File: config.mk
export PLATFORM = sky130hd
export DESIGN_NAME = strap_prop_resolver
export DESIGN_NICKNAME = d
export VERILOG_FILES = /design/src/rtl/strap_pkg.sv /design/src/rtl/strap_datapath.sv /design/src/rtl/strap_ctrl.sv /design/src/rtl/strap_prop_resolver.sv
export SDC_FILE = /design/constraint.sdc
export NUM_CORES = 1
export LEC_CHECK = 0
export BUFFER_PORTS_ARGS = -buffer_cell sky130_fd_sc_hd__buf_2
export CAP_MARGIN = 40
export CORE_MARGIN = 8
export CORE_UTILIZATION = 38
export DETAILED_ROUTE_END_ITERATION = 12
export GPL_TIMING_DRIVEN = 0
export PLACE_DENSITY = 0.86
export SLEW_MARGIN = 20
export SYNTH_ARGS = -nofsm -noshare
export SYNTH_HDL_FRONTEND = slang
export SYNTH_SLANG_ARGS = --single-unit
File: constraint.sdc
create_clock -name clk -period 1.65 [get_ports clk]
set_clock_uncertainty 0.05 [all_clocks]
set_input_delay 0.33 -clock clk [delete_from_list [all_inputs] [get_ports clk]]
set_output_delay 0.33 -clock clk [all_outputs]
set_load 0.01 [all_outputs]
File: src/rtl/strap_pkg.sv
package strap_pkg;

  localparam int CODE_W = 8;
  localparam int PROP_W = 32;

  // Property flag positions (behaviour depends on them)
  localparam int BIT_SPI       = 0;
  localparam int BIT_I2C       = 1;
  localparam int BIT_USB_HOST  = 2;
  localparam int BIT_RST_PULL  = 3;
  localparam int BIT_PLT_RESET = 4;

  localparam logic [PROP_W-1:0] FLAG_SPI       = PROP_W'(1) << BIT_SPI;
  localparam logic [PROP_W-1:0] FLAG_I2C       = PROP_W'(1) << BIT_I2C;
  localparam logic [PROP_W-1:0] FLAG_USB_HOST  = PROP_W'(1) << BIT_USB_HOST;
  localparam logic [PROP_W-1:0] FLAG_RST_PULL  = PROP_W'(1) << BIT_RST_PULL;
  localparam logic [PROP_W-1:0] FLAG_PLT_RESET = PROP_W'(1) << BIT_PLT_RESET;

  localparam logic [PROP_W-1:0] STRAP_FIELD =
    FLAG_SPI | FLAG_I2C | FLAG_USB_HOST | FLAG_RST_PULL | FLAG_PLT_RESET;
  localparam logic [PROP_W-1:0] FALLBACK_PROPS = FLAG_I2C | FLAG_PLT_RESET;

  // Strap code masks: upper bit of every pair flags an external pull-up
  localparam logic [CODE_W-1:0] PULLUP_SEL   = 8'hAA;
  localparam logic [CODE_W-1:0] LOW_PULL_SEL = 8'h0A;
  localparam logic [CODE_W-1:0] LOW_KEEP     = 8'h0F;
  localparam logic [CODE_W-1:0] HIGH_KEEP    = 8'hF0;

  // Control-to-datapath strobes
  typedef struct packed {
    logic load;
  } ctrlStrobes_t;

  typedef enum logic [1:0] {
    SEQ_IDLE  = 2'd0,
    SEQ_OPEN  = 2'd1,
    SEQ_WRITE = 2'd2,
    SEQ_CLOSE = 2'd3
  } seqState_t;

endpackage

File: src/rtl/strap_datapath.sv
module strap_datapath
  import strap_pkg::*;
#(
  parameter int NUM_ENTRIES = 2,
  parameter logic [NUM_ENTRIES*CODE_W-1:0] ENTRY_CODES = {8'h20, 8'h02},
  parameter logic [NUM_ENTRIES*PROP_W-1:0] ENTRY_PROPS =
    {FLAG_I2C | FLAG_USB_HOST | FLAG_PLT_RESET, FLAG_SPI | FLAG_RST_PULL}
) (
  input  logic              clk,
  input  logic              rstN,
  input  ctrlStrobes_t      strobes,
  input  logic [CODE_W-1:0] strapCode,
  input  logic              hardReset,
  input  logic [PROP_W-1:0] heldProps,
  output logic              needWrite,
  output logic [PROP_W-1:0] propWord
);

  logic [CODE_W-1:0]      pullBits;
  logic                   anyPull;
  logic                   lowGroup;
  logic [CODE_W-1:0]      maskedCode;
  logic [NUM_ENTRIES-1:0] entryHit;
  logic                   tableHit;
  logic [PROP_W-1:0]      tableProps;
  logic [PROP_W-1:0]      freshBits;
  logic                   rebuild;
  logic [PROP_W-1:0]      resolved;

  assign pullBits   = strapCode & PULLUP_SEL;
  assign anyPull    = |pullBits;
  assign lowGroup   = |(pullBits & LOW_PULL_SEL);
  assign maskedCode = lowGroup ? (strapCode & LOW_KEEP) : (strapCode & HIGH_KEEP);

  genvar gi;
  generate
    for (gi = 0; gi < NUM_ENTRIES; gi++) begin : gEntry
      assign entryHit[gi] = (maskedCode == ENTRY_CODES[gi*CODE_W +: CODE_W]);
    end
  endgenerate

  assign tableHit = |entryHit;

  // Lowest-index entry wins when several match
  always_comb begin
    tableProps = '0;
    for (int i = NUM_ENTRIES - 1; i >= 0; i--) begin
      if (entryHit[i]) tableProps = ENTRY_PROPS[i*PROP_W +: PROP_W];
    end
  end

  always_comb begin
    if (!anyPull)       freshBits = FALLBACK_PROPS;
    else if (tableHit)  freshBits = tableProps;
    else if (lowGroup)  freshBits = FLAG_SPI;
    else                freshBits = FALLBACK_PROPS;
  end

  assign rebuild  = hardReset || ((heldProps & STRAP_FIELD) == '0);
  assign resolved = rebuild ? ((heldProps & ~STRAP_FIELD) | (freshBits & STRAP_FIELD))
                            : heldProps;
  assign needWrite = rebuild && anyPull && tableHit;

  always_ff @(posedge clk or negedge rstN) begin
    if (!rstN)             propWord <= '0;
    else if (strobes.load) propWord <= resolved;
  end

endmodule

File: src/rtl/strap_ctrl.sv
module strap_ctrl
  import strap_pkg::*;
(
  input  logic         clk,
  input  logic         rstN,
  input  logic         codeValid,
  input  logic         needWrite,
  output ctrlStrobes_t strobes,
  output logic         propValid,
  output logic         regWeSet,
  output logic         regWrite,
  output logic         regWeClr
);

  seqState_t state, stateNext;

  assign strobes.load = codeValid && (state == SEQ_IDLE);

  always_comb begin
    stateNext = state;
    unique case (state)
      SEQ_IDLE:  if (strobes.load && needWrite) stateNext = SEQ_OPEN;
      SEQ_OPEN:  stateNext = SEQ_WRITE;
      SEQ_WRITE: stateNext = SEQ_CLOSE;
      SEQ_CLOSE: stateNext = SEQ_IDLE;
      default:   stateNext = SEQ_IDLE;
    endcase
  end

  always_ff @(posedge clk or negedge rstN) begin
    if (!rstN) begin
      state     <= SEQ_IDLE;
      propValid <= 1'b0;
    end else begin
      state     <= stateNext;
      propValid <= strobes.load;
    end
  end

  assign regWeSet = (state == SEQ_OPEN);
  assign regWrite = (state == SEQ_WRITE);
  assign regWeClr = (state == SEQ_CLOSE);

endmodule

File: src/rtl/strap_prop_resolver.sv
module strap_prop_resolver
  import strap_pkg::*;
#(
  parameter int NUM_ENTRIES = 2,
  parameter logic [NUM_ENTRIES*CODE_W-1:0] ENTRY_CODES = {8'h20, 8'h02},
  parameter logic [NUM_ENTRIES*PROP_W-1:0] ENTRY_PROPS =
    {FLAG_I2C | FLAG_USB_HOST | FLAG_PLT_RESET, FLAG_SPI | FLAG_RST_PULL}
) (
  input  logic              clk,
  input  logic              rstN,
  input  logic              codeValid,
  input  logic [CODE_W-1:0] strapCode,
  input  logic              hardReset,
  input  logic [PROP_W-1:0] heldProps,
  output logic [PROP_W-1:0] propWord,
  output logic              propValid,
  output logic              regWeSet,
  output logic              regWrite,
  output logic              regWeClr,
  output logic [PROP_W-1:0] regWrData
);

  ctrlStrobes_t strobes;
  logic         needWrite;

  strap_ctrl ctrl_i (
    .clk       (clk),
    .rstN      (rstN),
    .codeValid (codeValid),
    .needWrite (needWrite),
    .strobes   (strobes),
    .propValid (propValid),
    .regWeSet  (regWeSet),
    .regWrite  (regWrite),
    .regWeClr  (regWeClr)
  );

  strap_datapath #(
    .NUM_ENTRIES (NUM_ENTRIES),
    .ENTRY_CODES (ENTRY_CODES),
    .ENTRY_PROPS (ENTRY_PROPS)
  ) dp_i (
    .clk       (clk),
    .rstN      (rstN),
    .strobes   (strobes),
    .strapCode (strapCode),
    .hardReset (hardReset),
    .heldProps (heldProps),
    .needWrite (needWrite),
    .propWord  (propWord)
  );

  assign regWrData = propWord;

endmodule

# [Yosys cells after proc, flatten, opt, wreduce, memory -nomap -nowiden]
# Cells that the tools add are included.
[totals] out_inout_bits=68 elab_cells=29 in_bits=44 regBits=35
[classes] n_bitwise=1 n_eq_ne=6 n_reduce_logical=10 muxes=9
[ops] cell="32-bit zero test" count=1
[ops] cell="32-bit two-way mux" count=1
[ops] cell="32-bit by 5-bit OR with 32-bit output" count=1
[ops] cell="5-bit two-way mux" count=5
[ops] cell="8-bit by 2-bit == test with 1-bit output, second input constant" count=1
[ops] cell="8-bit by 6-bit == test with 1-bit output, second input constant" count=1
[ops] cell="8-bit two-way mux" count=1
[ops] cell="2-bit case mux with 4 select lines" count=1
[ops] cell="2-bit == test, second input constant" count=2
[ops] cell="1-bit logical AND" count=4
[ops] cell="2-bit OR reduction" count=2
[ops] cell="4-bit OR reduction" count=1
[ops] cell="2-bit by 1-bit == test with 1-bit output, second input constant" count=1
[ops] cell="2-bit zero test" count=1
[ops] cell="2-bit two-way mux" count=1
[ops] cell="2-bit != test, second input constant" count=1
[ops] cell="1-bit logical OR" count=1

# [Longest topological paths before layout]
# Gate-level depths: netlist (run 1).
[logic_depth] word_depth=9 mapped_depth=6 depth_no_buf=6

# [Modules after synthesis]
# Synthesis (run 1) repeated with hierarchy kept, for this count alone.
[hier_totals] hier_cells=141 hier_area_um2=1778.0
[modules_own_cells] module="strap_datapath" instances=1 seq_area_each_um2=800.8 area_per_inst_um2=1337.5 cells_per_inst=94
[modules_own_cells] module="strap_prop_resolver" instances=1 seq_area_each_um2=0.0 area_per_inst_um2=240.2 cells_per_inst=32
[modules_own_cells] module="strap_ctrl" instances=1 seq_area_each_um2=75.1 area_per_inst_um2=200.2 cells_per_inst=15

# [Least setup slack after synthesis (run 1)]
# No wires, ideal clock.
[synth_timing] kind="flip-flop to flip-flop" start="reg ctrl_i.state[0]" end="reg dp_i.propWord[10]" setup_ps=125 n_path_buf=1 setup_slack_ps=60 period_less_slack_ps=1590 required_time_ps=1475 path_stages_with_launch=7 arrival_ps=1415 path_cell_list="dfrtp_1 > inv_1 > ha_1 > nand2_1 > inv_1 > buf_2 > mux2_2"
[synth_via] elab_chain_cells=2
[synth_lines] element="from (decl)" line="strap_ctrl.sv:15" rtl="seqState_t state, stateNext;"
[synth_lines] element="from (signal assigned)" line="strap_ctrl.sv:35" rtl="state <= stateNext;"
[synth_lines] element="2-bit zero test" line="strap_ctrl.sv:17" rtl="assign strobes.load = codeValid && (state == SEQ_IDLE);"
[synth_lines] element="1-bit logical AND" line="strap_ctrl.sv:17"
[synth_lines] element="to (signal assigned)" line="strap_datapath.sv:66" rtl="else if (strobes.load) propWord <= resolved;"
[synth_lines] element="to (decl)" line="strap_datapath.sv:16" rtl="output logic [PROP_W-1:0] propWord"
# No other way between the ends.
# A chain may end at the register's enable or synchronous reset.

# [Final worst setup path (run 1)]
[layout_timing] start="reg ctrl_i.state[1]" end="reg dp_i.propWord[19]"
# The elaborated chain is that of the path after synthesis.

==> metrics.cfg, run 1 <==
[place]
place_inst = 295
dp_hpwl_um = 3360
post-place-ws_ns = -0.163
place_congestion = 0.751
port_buffers = 111

[sta]
layout_min_cycle_time_ns = 1.56
holdWs_ns = 0.228
finalHoldViolations = 0
worst_pin_slew_ns = 0.363
fin_ws_ns = 0.0852
slew_violations = 0
period_share_pct = 94.8
max-slew-margin-rel_pct = 75.5
fmax_ghz = 0.639
setup_viol = 0

[floorplan]
dieWidth_um = 83.2
die_area_sq_um = 6930
io_pins = 112
rows = 24
start_util_pct = 39.5
die_h_um = 83.2
core_region_area_sq_um = 4350

[clock_tree]
clock_latency_ns = 0.28
cts_sinks = 35
cts_made_buffers = 5
clk_pin_slew_ns = 0.07
cts_setup_buffers = 0
cts_tree = yes
cts-root-buf = clkbuf_8
htree_levels = 2
cts_max_path_buffers = 2

[logic_synthesis]
synth_edf_count = 0
ys_seq_elements = 35
synth.area.top_cells = dfrtp_1, mux2_2, buf_4
synth_top_flop_cell = dfrtp_1
synth_cells = 132
synth_cell_types = 23
yosysMostFrequentCell = dfrtp_1
synth_top_area_share_pct = 51.0
syn_nets = 181
yosys.area.top_type = dfrtp_1
synth_common_cells = dfrtp_1, buf_4, mux2_2, ha_1
synth.avg_cell_area_sq_um = 13.0
yosysSeqAreaShare_pct = 51.0
synthArstFlopShare_pct = 100
syn_area_sq_um = 1720
yosysWarnings = 0

[route]
viasPerCell = 4.42
firstDrtPassIters = 4
drc = 0
wire_per_inst_um = 13.3
vias = 1349
drt_iter0_drc = 43
routed_wl_um = 4050
final_antenna_net_count = 0

[critical_path]
reg2reg_depth = 6
crit_path_end = dp_i.propWord[19]
r2r-start = ctrl_i.state[1]
crit_path_start = ctrl_i.state[1]
crit_required_ns = 1.77
critical_path_peak_fanout = 10
cp.arrival_ns = 1.68
reg2reg_to = dp_i.propWord[19]
startpoint_type = flop
path_class = reg -> reg
setup.worst_path.end_class = flop
rrSetupSlack_ns = 0.09

[final_layout]
num_antenna_cells = 0
drive_above_1_share_pct = 74.7
final_cells = 305
nFillCells = 384
syn2layout_area_growth_pct = 44.1
nNetsFinal = 301
post-route-util_pct = 56.9

[outcome]
status = completed

[global_routing]
antenna_found_initial = 0
grt_pass1_vias = 1504
grt_use_total_pct = 11.6
grt_first_pass_wirelength_um = 6710
grt_max_degree = 36
overflow = 0

[power_and_ir_drop]
fin_total_pwr_mw = 4.93
leakage_nw = 1.32
p_per_area_nw_per_um2 = 1990
vdd_drop_max_mv = 0.784

[min_path]
holdCritPathClass = in -> reg

[run]
drv_cap = 0

-- repair_timing --
action / CTS / global route
hold buffers: 0 / 1
endpoints found under the setup margin: 27 / 27
resized for setup: 8 / 4
hold endpoints to repair: 0 / 5
-- sequential cells by signal (all words and copies together), names as in the netlist --
| name | flops |
|---|---|
| dp_i.propWord | 32 |
| ctrl_i.state | 2 |
| ctrl_i.propValid | 1 |
-- placed cells by master, fill, tap and decap left out, types with 2 or more instances in the layout --
master	instances
a2bb2oi_1	2
buf_2	111
buf_4	32
buf_6	3
clkbuf_1	2
clkbuf_8	5
dfrtp_1	35
ha_1	4
inv_2	2
mux2_2	27
mux2i_1	3
nand2_1	2
nand2b_1	3
nor2_1	3
o21ai_0	2
-- metal layers --
metal | GRT usage, % | up-vias | wire, um
met2 | 20.8 | 65 | 2050
met1 | 10.9 | 614 | 1530
met5 | 0 | - | 0
li1 | - | 662 | -
met3 | 6.25 | 8 | 402
met4 | 3.83 | 0 | 56
-- worst min path at each step --
stage | from | endpoint | slack (ns) | depth (start not counted)
finish | heldProps[26] | dp_i.propWord[26] | 0.23 | 2
floorplan | rstN | ctrl_i.propValid | -0.02 | 0
global placement | rstN | ctrl_i.state[1] | 0.39 | 1
detailed placement | rstN | ctrl_i.state[1] | 0.41 | 1
CTS | rstN | ctrl_i.state[1] | 0.11 | 1
global route | heldProps[20] | dp_i.propWord[20] | 0.21 | 2
-- worst max-delay path, cell delays in order (launching register included) --
cell and delay, ns:
dfrtp_1 0.42, inv_2 0.09, ha_2 0.19, nand2_2 0.10
inv_4 0.10, buf_6 0.15, mux2_2 0.34
-- power by group --
group / internal (mW) / leakage (nW) / switching (mW)
Clock: 0.296 / 0.0422 / 0.279
Sequential: 1.30 / 0.413 / 0.306
Combinational: 1.56 / 0.861 / 1.18
-- kinds of logic (layout without fill, tap and decap cells) --
logic type	after synthesis	after routing	synth area share (%)
buf+inv	38	159	15.5
fa+ha+maj	5	5	3.64
simple gates	13	13	5.03
flops	35	35	51.0
mux	31	31	20.1
compound gates	10	10	4.73
-- metrics by stage --
stage / setup TNS (ns) / instance area (sq um)
after floorplan: 0 / 1720
after global placement: -3.65 / 2340
after detailed placement: -4.07 / 2340
after CTS: 0 / 2440
after global routing: -0.000910 / 2480
final: 0 / 2480
-- area by class of cell --
type	count	area [sq um]	share of cell area [%]
sequential	35	876	35.4
timing repair buffer	113	586	23.6
multi-input combinational	59	581	23.4
buffer	35	274	11.1
clock buffer	7	76.3	3.08
tap	52	65.1	2.63
inverter	3	13.8	0.556
clock inverter	1	5.00	0.202
No activity file was read; power rests on OpenSTA's default activity.
==> run 2: changes to the inputs <==
--- a/config.mk
+++ b/config.mk
@@ -5,13 +5,14 @@
 export SDC_FILE = /design/constraint.sdc
 export NUM_CORES = 1
 export LEC_CHECK = 0
+export ABC_AREA = 1
 export BUFFER_PORTS_ARGS = -buffer_cell sky130_fd_sc_hd__buf_2
 export CAP_MARGIN = 40
 export CORE_MARGIN = 8
 export CORE_UTILIZATION = 38
 export DETAILED_ROUTE_END_ITERATION = 12
 export GPL_TIMING_DRIVEN = 0
-export PLACE_DENSITY = 0.86
+export PLACE_DENSITY = 0.85
 export SLEW_MARGIN = 20
 export SYNTH_ARGS = -nofsm -noshare
 export SYNTH_HDL_FRONTEND = slang
==> run 2 against run 1 <==
  * Critical endpoint is now regWrite
  * Synthesized cell count is 63% higher
  * Die area is 2.9% higher
  * Routed wire length is 19% higher
  * Largest power group unchanged
  * Utilization is 1.8 points lower
  * Critical path type is now reg -> out
  * Flip-flop and latch count stayed put
==> metrics.cfg, run 2 <==
[outcome]
status = completed

[final_layout]
top_regs = dp_i.propWord: 32 flops, ctrl_i.state: 2 flops, ctrl_i.propValid: 1 flops
most-common-layout-cells = buf_2, nand2_1, dfrtp_1
num_antenna_cells = 0
top_register = dp_i.propWord
final_common_cell = buf_2
nFillCells = 435
syn2layout_area_growth_pct = 43.2
nNetsFinal = 384
post-route-util_pct = 55.1
largest_register_ffs = 32
drive_above_1_share_pct = 50.0

[clock_tree]
clock_latency_ns = 0.28
cts-root-buf = clkbuf_8
cts_sinks = 35
cts_setup_buffers = 0
cts_max_path_buffers = 2
clk_pin_slew_ns = 0.07
htree_levels = 2
cts_made_buffers = 5
cts_tree = yes

[sta]
rsz0062_at_grt = false
finalHoldViolations = 0
slew_violations = 0
max-slew-margin-rel_pct = 76.6
setup_viol = 0
fmax_ghz = 0.662
holdWs_ns = 0.184
period_share_pct = 91.6
layout_min_cycle_time_ns = 1.51
finalSetupTns_ns = 0
worst_pin_slew_ns = 0.350

[global_routing]
overflow = 0
grt_use_total_pct = 13.6
grt_first_pass_wirelength_um = 7960
grt_pass1_vias = 1709
grt_max_degree = 36
antenna_found_initial = 0

[logic_synthesis]
yosys.area.top_type = dfrtp_1
yosysMostFrequentCell = nand2_1
ys_seq_elements = 35
synth_cell_types = 21
synth_edf_count = 0
yosysSeqAreaShare_pct = 49.2
yosysWarnings = 0
synth_cells = 215
synth.area.top_cells = dfrtp_1, nand2_1, buf_4
synthArstFlopShare_pct = 100
syn_area_sq_um = 1780
synth_top_area_share_pct = 49.2
syn_nets = 264
synth_top_flop_cell = dfrtp_1
synth.avg_cell_area_sq_um = 8.28
synth_common_cells = nand2_1, dfrtp_1, buf_4, nor2_1, inv_1

[critical_path]
setup.worst_path.end_class = primary output
crit_buf_inv = 2
critPathTopFamily = flip-flops
startpoint_type = flop
cp.arrival_ns = 1.13
crit_chain = inv_1 > ha_1 > buf_2
crit_required_ns = 1.27
critPathMaxStageDelay_ns = 0.40
critical_path_peak_fanout = 4
crit_slowest_cell = dfrtp_1
path_class = reg -> out

[place]
dp_hpwl_um = 3850
port_buffers = 111
place_congestion = 0.771

[power_and_ir_drop]
p_per_area_nw_per_um2 = 1950
vdd_drop_max_mv = 0.843
leakage_nw = 1.56

[floorplan]
start_util_pct = 38.5
die_area_sq_um = 7130
die_h_um = 84.5
rows = 25
core_region_area_sq_um = 4630
dieWidth_um = 84.5
io_pins = 112

[route]
routed_wl_um = 4800
viasPerCell = 4.26
wire_per_inst_um = 12.3
final_antenna_net_count = 0
drt_iter0_drc = 62
vias = 1663
firstDrtPassIters = 4
drc = 0

[run]
drv_cap = 0

[min_path]
holdCritPathClass = in -> reg

[run 2: worst paths after layout]
check                                   from  cells past startpoint                end  slack, ns
max                          ctrl_i.state[0]                      3           regWrite       0.14
min                            heldProps[15]                      3  dp_i.propWord[15]       0.18
max reg2reg                  ctrl_i.state[0]                      7    ctrl_i.state[1]       0.15
min reg2reg                dp_i.propWord[19]                      2  dp_i.propWord[19]       0.46
max in group asynchronous               rstN                      3  dp_i.propWord[31]       0.68
min in group asynchronous               rstN                      2  dp_i.propWord[15]       0.44
[run 2: worst register-to-register path: cells and delay by family, from the launching register on]
| kind | cells | cell delay (ns) |
|---|---|---|
| buffers and inverters | 2 | 0.25 |
| flip-flops | 1 | 0.42 |
| adder cells (fa/ha/maj) | 1 | 0.24 |
| AND/OR/NAND/NOR | 4 | 0.43 |
[run 2: stage by stage]
step | area [sq um] | setup slack, ns | power (mW) | instances
after CTS | 2510 | 0.0671 | 5.05 | 388
after floorplan | 1780 | 0.343 | 3.24 | 215
after global placement | 2400 | 0.0969 | 4.27 | 380
final | 2550 | 0.139 | 4.98 | 390
after detailed placement | 2400 | 0.0770 | 4.35 | 380
after global routing | 2550 | 0.0150 | 5.41 | 390
[run 2: metal layers]
metal	share of wire (%)	track usage, %	wire length [um]	up-vias
met5	0	0	0	-
met4	0.85	4.85	41	0
li1	-	-	-	863
met1	42	14.3	2000	729
met3	9.0	6.34	433	2
met2	48	23.4	2330	69
[run 2: kinds of logic after synthesis]
kind of cell / count (synthesis) / share of synthesized area [%]
buffers and inverters: 50 / 18.2
flip-flops: 35 / 49.2
AO/OA/AOI/OAI: 9 / 3.09
adder cells (fa/ha/maj): 5 / 3.51
AND/OR/NAND/NOR: 116 / 26.0
[run 2: repair_timing]
action,CTS,global route
hold buffers,0,1
resized for setup,0,5
endpoints found under the hold margin,0,12
setup endpoints to repair,0,22
[run 2: final cells by class]
type                       count  area, sq um  share of cell area, %
sequential                    35          876                   34.3
timing repair buffer         113          593                   23.3
multi-input combinational    130          581                   22.8
buffer                        38          282                   11.0
clock buffer                   7         96.3                   3.78
tap                           54         67.6                   2.65
inverter                      12         47.5                   1.86
clock inverter                 1         7.51                  0.294
[run 2: where the power goes]
part / switching (mW) / total, mW / internal, mW
clock network: 0.307 / 0.687 / 0.380
logic: 1.35 / 2.70 / 1.35
registers: 0.316 / 1.60 / 1.28
==> run 3: changes to the inputs <==
--- a/config.mk
+++ b/config.mk
@@ -12,8 +12,8 @@
 export CORE_UTILIZATION = 38
 export DETAILED_ROUTE_END_ITERATION = 12
 export GPL_TIMING_DRIVEN = 0
-export PLACE_DENSITY = 0.85
-export SLEW_MARGIN = 20
+export PLACE_DENSITY = 0.86
 export SYNTH_ARGS = -nofsm -noshare
 export SYNTH_HDL_FRONTEND = slang
+export SYNTH_HIERARCHICAL = 1
 export SYNTH_SLANG_ARGS = --single-unit
==> run 3 against run 2 <==
  * Critical path type unchanged
  * Sequential power is essentially flat
  * Design area shrank 2.1%
  * Synthesized area shrank 0.49%
  * Largest power group unchanged
  * Critical endpoint is now regWeClr
==> metrics.cfg, run 3 <==
[power_and_ir_drop]
p_per_area_nw_per_um2 = 1950
vdd_drop_max_mv = 0.583
fin_total_pwr_mw = 4.86
seqPwrFrac_pct = 33.0
p_sw_share_pct = 40.4
netSwitchingPower_mw = 1.97
leakage_nw = 1.56
p_comb_share_pct = 55.3
clkPwrFrac_pct = 11.8
intPower_mw = 2.90

[route]
final_antenna_net_count = 0
wire_per_inst_um = 12.4
drc = 0
drt_iter0_drc = 55
routed_wl_um = 4840
firstDrtPassIters = 4
viasPerCell = 4.34
vias = 1692

[critical_path]
crit_chain = buf_4 > ha_1 > buf_2
crit_slowest_cell = dfrtp_1
r2r-start = ctrl_i/state[0]
crit_required_ns = 1.27
critPathMaxStageDelay_ns = 0.43
rrSetupSlack_ns = 0.15
critical_path_peak_fanout = 4
reg2reg_depth = 9
reg2reg_to = dp_i/propWord[4]
cp.arrival_ns = 1.15
path_class = reg -> out
startpoint_type = flop
setup.worst_path.end_class = primary output

[final_layout]
final_cells = 390
drive_above_1_share_pct = 50.0
largest_register_ffs = 32
final_common_cell = buf_2
num_antenna_cells = 0
syn2layout_area_growth_pct = 40.9
top_register = dp_i/propWord
nFillCells = 449
nNetsFinal = 384
top_regs = dp_i/propWord: 32 flops, ctrl_i/state: 2 flops, ctrl_i/propValid: 1 flops
fin_area_sq_um = 2500
most-common-layout-cells = buf_2, nand2_1, dfrtp_1

[logic_synthesis]
yosys.area.top_type = dfrtp_1
synth_cell_types = 16
synth.avg_cell_area_sq_um = 8.20
synth_fa_ha_area_share_pct = 3.53
yosysSeqAreaShare_pct = 49.4
syn_area_sq_um = 1770
ys_seq_elements = 35
synth_common_cells = nand2_1, dfrtp_1, buf_4, inv_1
yosys.area_share.xor_xnor_pct = 0
yosysMostFrequentCell = nand2_1
yosys.area_share.simple_pct = 26.8
synthArstFlopShare_pct = 100
synth_top_area_share_pct = 49.4
synth_top_family_by_area = simple AND/OR/NAND/NOR gates
syn_nets = 265
yosysWarnings = 6
synth-compound-area-share_pct = 1.69
synth_cells = 216
synth_top_flop_cell = dfrtp_1
synth_mux_area_share_pct = 0
synth.area.top_cells = dfrtp_1, nand2_1, buf_4
synth_edf_count = 0

[floorplan]
io_pins = 112
rows = 25
dieWidth_um = 84.3
die_area_sq_um = 7100
die_h_um = 84.3
start_util_pct = 38.5
core_region_area_sq_um = 4600

[place]
placed_area_sq_um = 2390
place_congestion = 0.708
port_buffers = 111
place_inst = 381
dp_hpwl_um = 3900
post-place-ws_ns = 0.0546

[global_routing]
antenna_found_initial = 0
grt_max_degree = 36
overflow = 0
grt_use_total_pct = 13.4
grt_pass1_vias = 1693
grt_first_pass_wirelength_um = 7860

[sta]
rsz0062_at_grt = false
setup_viol = 0
fin_ws_ns = 0.120
period_share_pct = 92.7
fmax_ghz = 0.654
finalHoldViolations = 0
worst_pin_slew_ns = 0.773
finalSetupTns_ns = 0
slew_violations = 0
layout_min_cycle_time_ns = 1.53
max-slew-margin-rel_pct = 48.5

[outcome]
status = completed

[clock_tree]
cts-root-buf = clkbuf_8
htree_levels = 2
cts_tree = yes
cts_sinks = 35
clock_latency_ns = 0.27
clk_pin_slew_ns = 0.06
cts_made_buffers = 5
cts_max_path_buffers = 2

[run]
drv_cap = 0

[min_path]
holdCritPathClass = in -> async

## run 3: cell type report
| type | count | area [sq um] | area share (%) |
|---|---|---|---|
| multi-input cells | 131 | 581 | 23.3 |
| inverters | 11 | 43.8 | 1.75 |
| flip-flops and latches | 35 | 876 | 35.1 |
| well taps | 54 | 67.6 | 2.71 |
| plain buffers | 39 | 284 | 11.4 |
| clock buffers | 7 | 76.3 | 3.06 |
| clock inverters | 1 | 5.00 | 0.201 |
| repair buffers | 112 | 563 | 22.6 |
## run 3: worst max-delay path, delay by kind of cell, from the launching register on
kind	cells	cell delay, ns
DFF	1	0.43
buffers and inverters	2	0.30
adders and majority gates	1	0.16
## run 3: layer usage
metal / routed length, um / track usage [%] / share of wire, %
met2: 2530 / 23.4 / 52
met1: 1860 / 13.7 / 38
met5: 0 / 0 / 0
met4: 48 / 5.18 / 0.99
met3: 394 / 5.91 / 8.1
## run 3: worst max path at each step
stage | startpoint | end | slack [ns] | depth (start not counted)
3_5_place_dp | ctrl_i/state[0] | dp_i/propWord[4] | 0.05 | 9
5_1_grt | ctrl_i/state[1] | dp_i/propWord[4] | 0.02 | 9
2_1_floorplan | ctrl_i/state[0] | dp_i/propWord[4] | 0.21 | 9
4_1_cts | ctrl_i/state[1] | dp_i/propWord[4] | 0.03 | 9
3_3_place_gp | ctrl_i/state[0] | dp_i/propWord[4] | 0.10 | 9
6_report | ctrl_i/state[1] | regWeClr | 0.12 | 3
## run 3: power groups by stage
stage	Sequential [mW]	Combinational, mW	Clock, mW
after floorplan	1.75	1.43	0
after global placement	1.58	2.60	0
after detailed placement	1.62	2.68	0
after CTS	1.61	2.69	0.599
after global routing	1.67	2.97	0.639
final	1.60	2.69	0.572
## run 3: what timing repair did
item / CTS / global route
endpoints found under the setup margin: 0 / 27
gates resized for setup: 0 / 4
setup buffers: 0 / 1
hold buffers: 0 / 0
## run 3: through the flow
stage	hold WS, ns	util (%)
3_5_place_dp	0.398	52.1
2_1_floorplan	-0.0156	-
5_1_grt	0.128	54.3
3_3_place_gp	0.394	52.1
4_1_cts	0.0882	53.9
6_report	0.0766	54.3
## run 3: logic make-up (layout without fill, tap and decap cells)
| kind of cell | count (synthesis) | count (layout) |
|---|---|---|
| flip-flops | 35 | 35 |
| AO/OA/AOI/OAI | 6 | 6 |
| adder cells (fa/ha/maj) | 5 | 5 |
| buffers and inverters | 50 | 170 |
| AND/OR/NAND/NOR | 120 | 120 |
